### src/rtl/usb_in_ep_pkg.sv
package usb_in_ep_pkg;
  typedef enum logic [1:0] {
    HS_DATA  = 2'd0,
    HS_NAK   = 2'd1,
    HS_STALL = 2'd2
  } hsCode_e;

  localparam int BIT_TPC   = 0;
  localparam int BIT_MASK  = 1;
  localparam int BIT_FLUSH = 2;
  localparam int BIT_TUR   = 3;
  localparam int BIT_SST   = 4;
  localparam int BIT_FST   = 5;
  localparam int BIT_RSV   = 6;
  localparam int BIT_TSP   = 7;

  typedef struct packed {
    logic flush;
    logic loadByte;
    logic shortTrig;
    logic sendDone;
  } bufCmd_t;
endpackage

### src/rtl/usb_in_ep_bufs.sv
module usb_in_ep_bufs
  import usb_in_ep_pkg::*;
#(
  parameter int MAX_PKT = 64,
  parameter int NUM_BUF = 2
) (
  input  logic    clk,
  input  logic    rstN,
  input  bufCmd_t cmd,
  output logic    rdReady,
  output logic    rdShort,
  output logic    wrTriggered
);
  localparam int CNT_W = $clog2(MAX_PKT + 1);
  localparam int SEL_W = (NUM_BUF > 1) ? $clog2(NUM_BUF) : 1;
  localparam logic [CNT_W-1:0] LAST_IDX = CNT_W'(MAX_PKT - 1);
  localparam logic [CNT_W-1:0] FULL_CNT = CNT_W'(MAX_PKT);

  logic [CNT_W-1:0] fillCnt [NUM_BUF];
  logic [NUM_BUF-1:0] trig;
  logic [SEL_W-1:0] wrSel, rdSel;
  logic wrClose;

  function automatic logic [SEL_W-1:0] nextSel(input logic [SEL_W-1:0] s);
    return (s == SEL_W'(NUM_BUF - 1)) ? '0 : s + 1'b1;
  endfunction

  assign wrTriggered = trig[wrSel];
  assign rdReady     = trig[rdSel];
  assign rdShort     = fillCnt[rdSel] != FULL_CNT;
  assign wrClose     = !wrTriggered &&
                       ((cmd.loadByte && fillCnt[wrSel] == LAST_IDX) ||
                        (!cmd.loadByte && cmd.shortTrig));

  always_ff @(posedge clk or negedge rstN) begin
    if (!rstN) begin
      wrSel <= '0;
      rdSel <= '0;
    end else if (cmd.flush) begin
      wrSel <= '0;
      rdSel <= '0;
    end else begin
      if (wrClose) wrSel <= nextSel(wrSel);
      if (cmd.sendDone) rdSel <= nextSel(rdSel);
    end
  end

  for (genvar g = 0; g < NUM_BUF; g++) begin : gBuf
    logic isWr, isRd;
    assign isWr = wrSel == SEL_W'(g);
    assign isRd = rdSel == SEL_W'(g);

    always_ff @(posedge clk or negedge rstN) begin
      if (!rstN) begin
        fillCnt[g] <= '0;
        trig[g]    <= 1'b0;
      end else if (cmd.flush) begin
        fillCnt[g] <= '0;
        trig[g]    <= 1'b0;
      end else if (cmd.sendDone && isRd) begin
        fillCnt[g] <= '0;
        trig[g]    <= 1'b0;
      end else if (isWr && !trig[g]) begin
        if (cmd.loadByte) begin
          fillCnt[g] <= fillCnt[g] + 1'b1;
          if (fillCnt[g] == LAST_IDX) trig[g] <= 1'b1;
        end else if (cmd.shortTrig) begin
          trig[g] <= 1'b1;
        end
      end
    end

    // a buffer never holds more than one packet
    p_cnt_bound_r2: assert property (@(posedge clk) disable iff (!rstN)
      fillCnt[g] <= FULL_CNT);
    // a full buffer is always triggered
    p_full_trig_r2: assert property (@(posedge clk) disable iff (!rstN)
      (fillCnt[g] == FULL_CNT) |-> trig[g]);
    // loads into a triggered buffer leave its count unchanged
    p_drop_r13: assert property (@(posedge clk) disable iff (!rstN)
      (trig[g] && isWr && cmd.loadByte && !cmd.flush && !(cmd.sendDone && isRd))
        |=> $stable(fillCnt[g]));
  end
endmodule

### src/rtl/usb_in_ep_ctrl.sv
module usb_in_ep_ctrl
  import usb_in_ep_pkg::*;
(
  input  logic       clk,
  input  logic       rstN,
  input  logic       regWrEn,
  input  logic [7:0] regWrData,
  input  logic       byteWr,
  input  logic       inToken,
  input  logic       protoErr,
  input  logic       txDone,
  input  logic       underrun,
  input  logic       setConfig,
  input  logic       setIntf,
  input  logic       clearFeature,
  input  logic       rdReady,
  input  logic       rdShort,
  input  logic       wrTriggered,
  output bufCmd_t    cmd,
  output logic [7:0] regRdData,
  output logic       hsValid,
  output logic [1:0] hsCode,
  output logic       fifoFlush,
  output logic       txIrq
);
  logic tpc, mask, tur, sst, fst, tsp, stallActive, busy;
  logic flushReq, stallOut, forcedSend, dataSend, doneEvt, urEvt, tspAccept;
  hsCode_e hsNext;

  function automatic logic wrOne(input int b);
    return regWrEn && regWrData[b];
  endfunction

  assign flushReq   = wrOne(BIT_FLUSH) || setConfig || setIntf;
  assign stallOut   = stallActive || (fst && !busy);
  assign forcedSend = inToken && fst && !busy;
  assign dataSend   = inToken && !stallOut && !busy && rdReady;
  assign doneEvt    = txDone && busy;
  assign urEvt      = underrun && busy;
  assign tspAccept  = wrOne(BIT_TSP) && !wrTriggered && !byteWr;

  always_comb begin
    cmd.flush     = flushReq;
    cmd.loadByte  = byteWr;
    cmd.shortTrig = tspAccept;
    cmd.sendDone  = doneEvt && !flushReq;
  end

  always_comb begin
    if (stallOut)              hsNext = HS_STALL;
    else if (!busy && rdReady) hsNext = HS_DATA;
    else                       hsNext = HS_NAK;
  end

  always_ff @(posedge clk or negedge rstN) begin
    if (!rstN) begin
      busy        <= 1'b0;
      stallActive <= 1'b0;
      fst         <= 1'b0;
      sst         <= 1'b0;
      tur         <= 1'b0;
      tpc         <= 1'b0;
      mask        <= 1'b0;
      tsp         <= 1'b0;
      hsValid     <= 1'b0;
      hsCode      <= HS_NAK;
      fifoFlush   <= 1'b0;
    end else begin
      hsValid   <= inToken;
      hsCode    <= hsNext;
      fifoFlush <= flushReq;

      if (flushReq)                busy <= 1'b0;
      else if (dataSend)           busy <= 1'b1;
      else if (doneEvt || urEvt)   busy <= 1'b0;

      if (clearFeature)                  stallActive <= 1'b0;
      else if (forcedSend || protoErr)   stallActive <= 1'b1;

      if (clearFeature || forcedSend)    fst <= 1'b0;
      else if (wrOne(BIT_FST))           fst <= 1'b1;

      if (forcedSend)                    sst <= 1'b1;
      else if (wrOne(BIT_SST))           sst <= 1'b0;

      if (underrun)                      tur <= 1'b1;
      else if (wrOne(BIT_TUR))           tur <= 1'b0;

      if (doneEvt)                       tpc <= 1'b1;
      else if (wrOne(BIT_TPC))           tpc <= 1'b0;

      if (regWrEn)                       mask <= regWrData[BIT_MASK];

      if (flushReq)                      tsp <= 1'b0;
      else if (doneEvt && rdShort)       tsp <= 1'b0;
      else if (tspAccept)                tsp <= 1'b1;
    end
  end

  always_comb begin
    regRdData           = '0;
    regRdData[BIT_TPC]  = tpc;
    regRdData[BIT_MASK] = mask;
    regRdData[BIT_TUR]  = tur;
    regRdData[BIT_SST]  = sst;
    regRdData[BIT_FST]  = fst;
    regRdData[BIT_TSP]  = tsp;
  end

  assign txIrq = tpc && !mask;

  // sent-stall only rises after a forced request was pending
  p_sst_needs_fst_r8: assert property (@(posedge clk) disable iff (!rstN)
    $rose(sst) |-> $past(fst));
  // a forced stall going out clears the request and reports it
  p_fst_selfclear_r8: assert property (@(posedge clk) disable iff (!rstN)
    (inToken && fst && !busy && !clearFeature)
      |=> (!fst && sst && hsValid && hsCode == HS_STALL));
  // a token during a packet in flight without stall gets NAK
  p_busy_nak_r4: assert property (@(posedge clk) disable iff (!rstN)
    (inToken && busy && !stallActive) |=> (hsValid && hsCode == HS_NAK));
  // configuration requests flush the FIFO one cycle later
  p_cfg_flush_r5: assert property (@(posedge clk) disable iff (!rstN)
    (setConfig || setIntf) |=> fifoFlush);
  // an automatic stall alone never raises sent-stall
  p_proto_nosst_r9: assert property (@(posedge clk) disable iff (!rstN)
    (protoErr && !inToken && !sst) |=> !sst);
  // writes to the reserved bit never show up
  p_rsv_ignored_r12: assert property (@(posedge clk) disable iff (!rstN)
    (regWrEn && regWrData[BIT_RSV]) |=> !regRdData[BIT_RSV]);
endmodule

### src/rtl/usb_in_endpoint.sv
module usb_in_endpoint
  import usb_in_ep_pkg::*;
#(
  parameter int MAX_PKT = 64,
  parameter int NUM_BUF = 2
) (
  input  logic       clk,
  input  logic       rstN,
  input  logic       regWrEn,
  input  logic [7:0] regWrData,
  output logic [7:0] regRdData,
  input  logic       byteWr,
  input  logic       inToken,
  input  logic       protoErr,
  input  logic       txDone,
  input  logic       underrun,
  input  logic       setConfig,
  input  logic       setIntf,
  input  logic       clearFeature,
  output logic       hsValid,
  output logic [1:0] hsCode,
  output logic       fifoFlush,
  output logic       txIrq
);
  bufCmd_t cmd;
  logic rdReady, rdShort, wrTriggered;

  usb_in_ep_ctrl uCtrl (
    .clk(clk), .rstN(rstN),
    .regWrEn(regWrEn), .regWrData(regWrData),
    .byteWr(byteWr), .inToken(inToken), .protoErr(protoErr),
    .txDone(txDone), .underrun(underrun),
    .setConfig(setConfig), .setIntf(setIntf), .clearFeature(clearFeature),
    .rdReady(rdReady), .rdShort(rdShort), .wrTriggered(wrTriggered),
    .cmd(cmd), .regRdData(regRdData),
    .hsValid(hsValid), .hsCode(hsCode),
    .fifoFlush(fifoFlush), .txIrq(txIrq)
  );

  usb_in_ep_bufs #(.MAX_PKT(MAX_PKT), .NUM_BUF(NUM_BUF)) uBufs (
    .clk(clk), .rstN(rstN), .cmd(cmd),
    .rdReady(rdReady), .rdShort(rdShort), .wrTriggered(wrTriggered)
  );
endmodule

### config.mk
export PLATFORM = sky130hd
export DESIGN_NAME = usb_in_endpoint
export DESIGN_NICKNAME = d
export VERILOG_FILES = /design/src/rtl/usb_in_ep_pkg.sv /design/src/rtl/usb_in_ep_bufs.sv /design/src/rtl/usb_in_ep_ctrl.sv /design/src/rtl/usb_in_endpoint.sv
export SDC_FILE = /design/constraint.sdc
export NUM_CORES = 1
export LEC_CHECK = 0
export ABC_AREA = 1
export BUFFER_PORTS_ARGS = -buffer_cell sky130_fd_sc_hd__buf_2
export CAP_MARGIN = 20
export CORE_MARGIN = 4
export CORE_UTILIZATION = 50
export DETAILED_ROUTE_END_ITERATION = 7
export GPL_TIMING_DRIVEN = 0
export PLACE_DENSITY = 0.73
export SLEW_MARGIN = 20
export SYNTH_ARGS = -nofsm -noshare
export SYNTH_HDL_FRONTEND = slang
export SYNTH_SLANG_ARGS = --single-unit
### constraint.sdc
create_clock -name clk -period 3 [get_ports clk]
set_input_delay 0 -clock clk [delete_from_list [all_inputs] [get_ports clk]]
set_output_delay 0 -clock clk [all_outputs]
set_load 0.05 [all_outputs]
==> impl_metrics.yaml <==
die:
  io_pins: 32
  fp.dieW_um: 66.1
  start_util: 0.536
  die_area_um2: 4370
  fp-row-count: 20
  die_height_um: 66.1
  core_um2: 3150
logic_synthesis:
  synth_area_um2: 1690
  synth_seq_cells: 30
  seq_area_frac_synth: 0.445
  synth.top_cell.area_share: 0.430
  avgSynthCellArea_um2: 7.75
  synth_warnings: 0
  synth.area.top_cells: "dfrtp_1 43%, nand2_1 12%, inv_1 6.2%"
  syn_inst: 218
  synth_cell_types: 30
  synth_top_cell_by_area: "dfrtp_1"
worst_setup_path:
  r2r_setup_slack_ns: 1.46
  critPathMaxStageDelay_ns: 0.55
  crit_fanout: 1
  cpMaxStageDelayCell: "dlygate4sd3_1"
  crit_path_end_kind: "flop"
  setup.worst_path.class: "in2reg"
  rr_startpoint: "uBufs.fillCnt[7]"
  timing.rr.end: "uBufs.trig[0]"
  startpoint: "regWrData[0]"
  path_cells: "dlygate4sd3_1 > buf_2 > nand2_1 > dlygate4sd3_1 > nand2_1 > nand2_1 > dlygate4sd3_1"
  cp.required_ns: 3.22
  crit_arrival_ns: 1.86
  cp-start-kind: "primary input"
  ff2ff_path_depth: 8
hold_path:
  hold_start: "regWrData[2]"
  min_delay_worst_endpoint: "uCtrl.busy"
  holdCritPathClass: "in2reg"
  hold_depth: 4
global_route:
  grtUsageTotal: 0.191
  antenna_found_initial: 0
  grt_start_max_net_pins: 31
  grt_pass1_vias: 1464
  grt_pass1_wl_mm: 6.29
  grt-ovfl-total: 0
clock_tree:
  numClockSinks: 30
  cts_resized: 0
  postCtsSetupBuffers: 0
  cts_max_level: 2
  clock_tree.root_cell: "clkbuf_4"
  cts_buffer_depth: 2
  cts_made_buffers: 5
  ctsHoldBuffers: 15
  cts_tree: "done"
  path_clk_slew_ns: 0.09
  clk_latency_ns: 0.33
power_and_ir_drop:
  totalPowerFinal_uw: 850
  powerDensity_nw_per_um2: 406
  p_leak_nw: 1.01
  ir_worst_vdd_uv: 308
layout:
  utilization: 0.663
  area_delta_synth_final_pct: 23.9
  multi_input_area_um2: 753
  final_common_cell: "nand2_1"
  stdcell_count: 313
  layout-drive-gt1-share: 0.201
  antenna_cells: 0
  final_cell_mix: "54 x nand2_1, 29 x dfrtp_1, 28 x inv_1, 27 x buf_2, 24 x nor2_1"
  final_nets: 289
  seqCellArea_um2: 752
  nFillCells: 283
detailed_routing:
  route.top_layer_used: "met4"
  ant_nets: 0
  wl_mm: 3.65
  route.detailed.wl_per_inst_um: 11.6
  drc: 0
  dr_wl_met3_um: 253
  drtIter0Drc: 120
  wl_met1_mm: 1.62
  vias: 1585
  dr.pass1.iters: 4
  vias_per_cell: 5.06
  dr_wl_met2_mm: 1.70
timing:
  period_share: 0.546
  slew_headroom: 0.573
  min_period_ns: 1.64
  rsz0062_at_grt: "false"
  maxSlewViolCount: 0
  fmax_mhz: 610
  skew_ns: 0.0115
  fin_tns_setup_ns: 0
  hold_violations: 0
  tightest_slew_ns: 0.641
  setup_viol: 0
placement:
  gp_congestion: 0.896
  place_hpwl_mm: 2.61
  portBuffers: 27
  placed_cells: 290
flow_run:
  drv_cap: 0
status:
  outcome: "completed"
==> power breakdown <==
group	internal, mW	leakage [nW]	switching (mW)	total (mW)
sequential	0.421	0.394	0.00938	0.431
combinational	0.0595	0.581	0.112	0.172
clock	0.115	0.0326	0.132	0.247
total	0.596	1.01	0.253	0.850
==> worst max-delay path by stage <==
stage                               end  slack [ns]  cells past startpoint
final                         uCtrl.tpc        1.36                      7
after global routing      uBufs.trig[0]        1.23                      8
after CTS                     uCtrl.tpc        1.39                      7
after detailed placement  uBufs.trig[0]        1.49                      8
after global placement    uBufs.trig[0]        1.53                      8
after floorplan           uBufs.trig[0]        1.68                      8
==> metal layers <==
| metal | vias to the layer above | GRT usage |
|---|---|---|
| met5 | - | 0 |
| met4 | 0 | 0.0685 |
| met3 | 7 | 0.0612 |
| met2 | 58 | 0.304 |
| met1 | 724 | 0.243 |
| li1 | 796 | - |
==> worst max-delay path, delay by kind of cell <==
family / cells / cell delay, ns
buffers and inverters: 4 / 1.73
and+or+nand+nor: 3 / 0.15
==> sequential cells by signal, summed over array words and instances, names as in the netlist <==
| name | flops |
|---|---|
| uBufs.trig | 2 |
| uCtrl.tsp | 1 |
| uCtrl.busy | 1 |
| uCtrl.fst | 1 |
| uCtrl.hsValid | 1 |
| uBufs.gBuf.isWr | 1 |
| uCtrl.stallActive | 1 |
| uCtrl.mask | 1 |
| uCtrl.tpc | 1 |
| uCtrl.tur | 1 |
| uCtrl.fifoFlush | 1 |
| uBufs.gBuf.isRd | 1 |
| uCtrl.hsCode | 2 |
| uCtrl.sst | 1 |
| uBufs.fillCnt | 14 |
==> stage by stage <==
stage	hold slack, ns	setup slack [ns]	area [um2]
after floorplan	-0.296	1.68	1690
after global placement	0.0683	1.53	1880
after detailed placement	0.0696	1.49	1880
after CTS	0.00471	1.39	2090
after global routing	0.0103	1.23	2090
final	0.0131	1.36	2090
==> cell families (layout without fill, tap and decap cells) <==
family / after synthesis / after routing / synth area share
AO/OA/AOI/OAI: 30 / 30 / 0.104
XOR/XNOR: 2 / 2 / 0.0104
adder cells (fa/ha/maj): 2 / 2 / 0.0148
buffers and inverters: 40 / 90 / 0.111
flip-flops: 30 / 30 / 0.445
multiplexers: 1 / 1 / 0.00667
other: 1 / 2 / 0.00222
AND/OR/NAND/NOR: 112 / 112 / 0.305
==> synthesized netlist by cell type <==
master	n
o21ai_2	1
dfstp_2	1
ha_1	2
nor4_1	2
inv_2	3
and3_1	1
xor2_1	1
nor3_1	5
nand4_1	7
o31ai_1	2
a21oi_1	13
nand2_1	54
buf_4	8
o21a_1	1
buf_6	1
inv_1	28
conb_1	1
o21ai_0	10
nand3_4	1
mux2_2	1
nand2_4	1
nor2_1	24
dfrtp_1	29
nor3b_1	1
nor2_4	3
xnor2_1	1
a21o_1	1
a31oi_1	1
a21oi_4	1
nand3_1	13
==> final cells by class <==
| cell class | instances | share of cell area |
|---|---|---|
| multi-input combinational | 149 | 0.360 |
| sequential | 30 | 0.359 |
| inverter | 31 | 0.0556 |
| timing repair buffer | 42 | 0.136 |
| tap | 44 | 0.0263 |
| buffer | 9 | 0.0341 |
| clock buffer | 8 | 0.0281 |
Power figures use the tool's default switching activity.
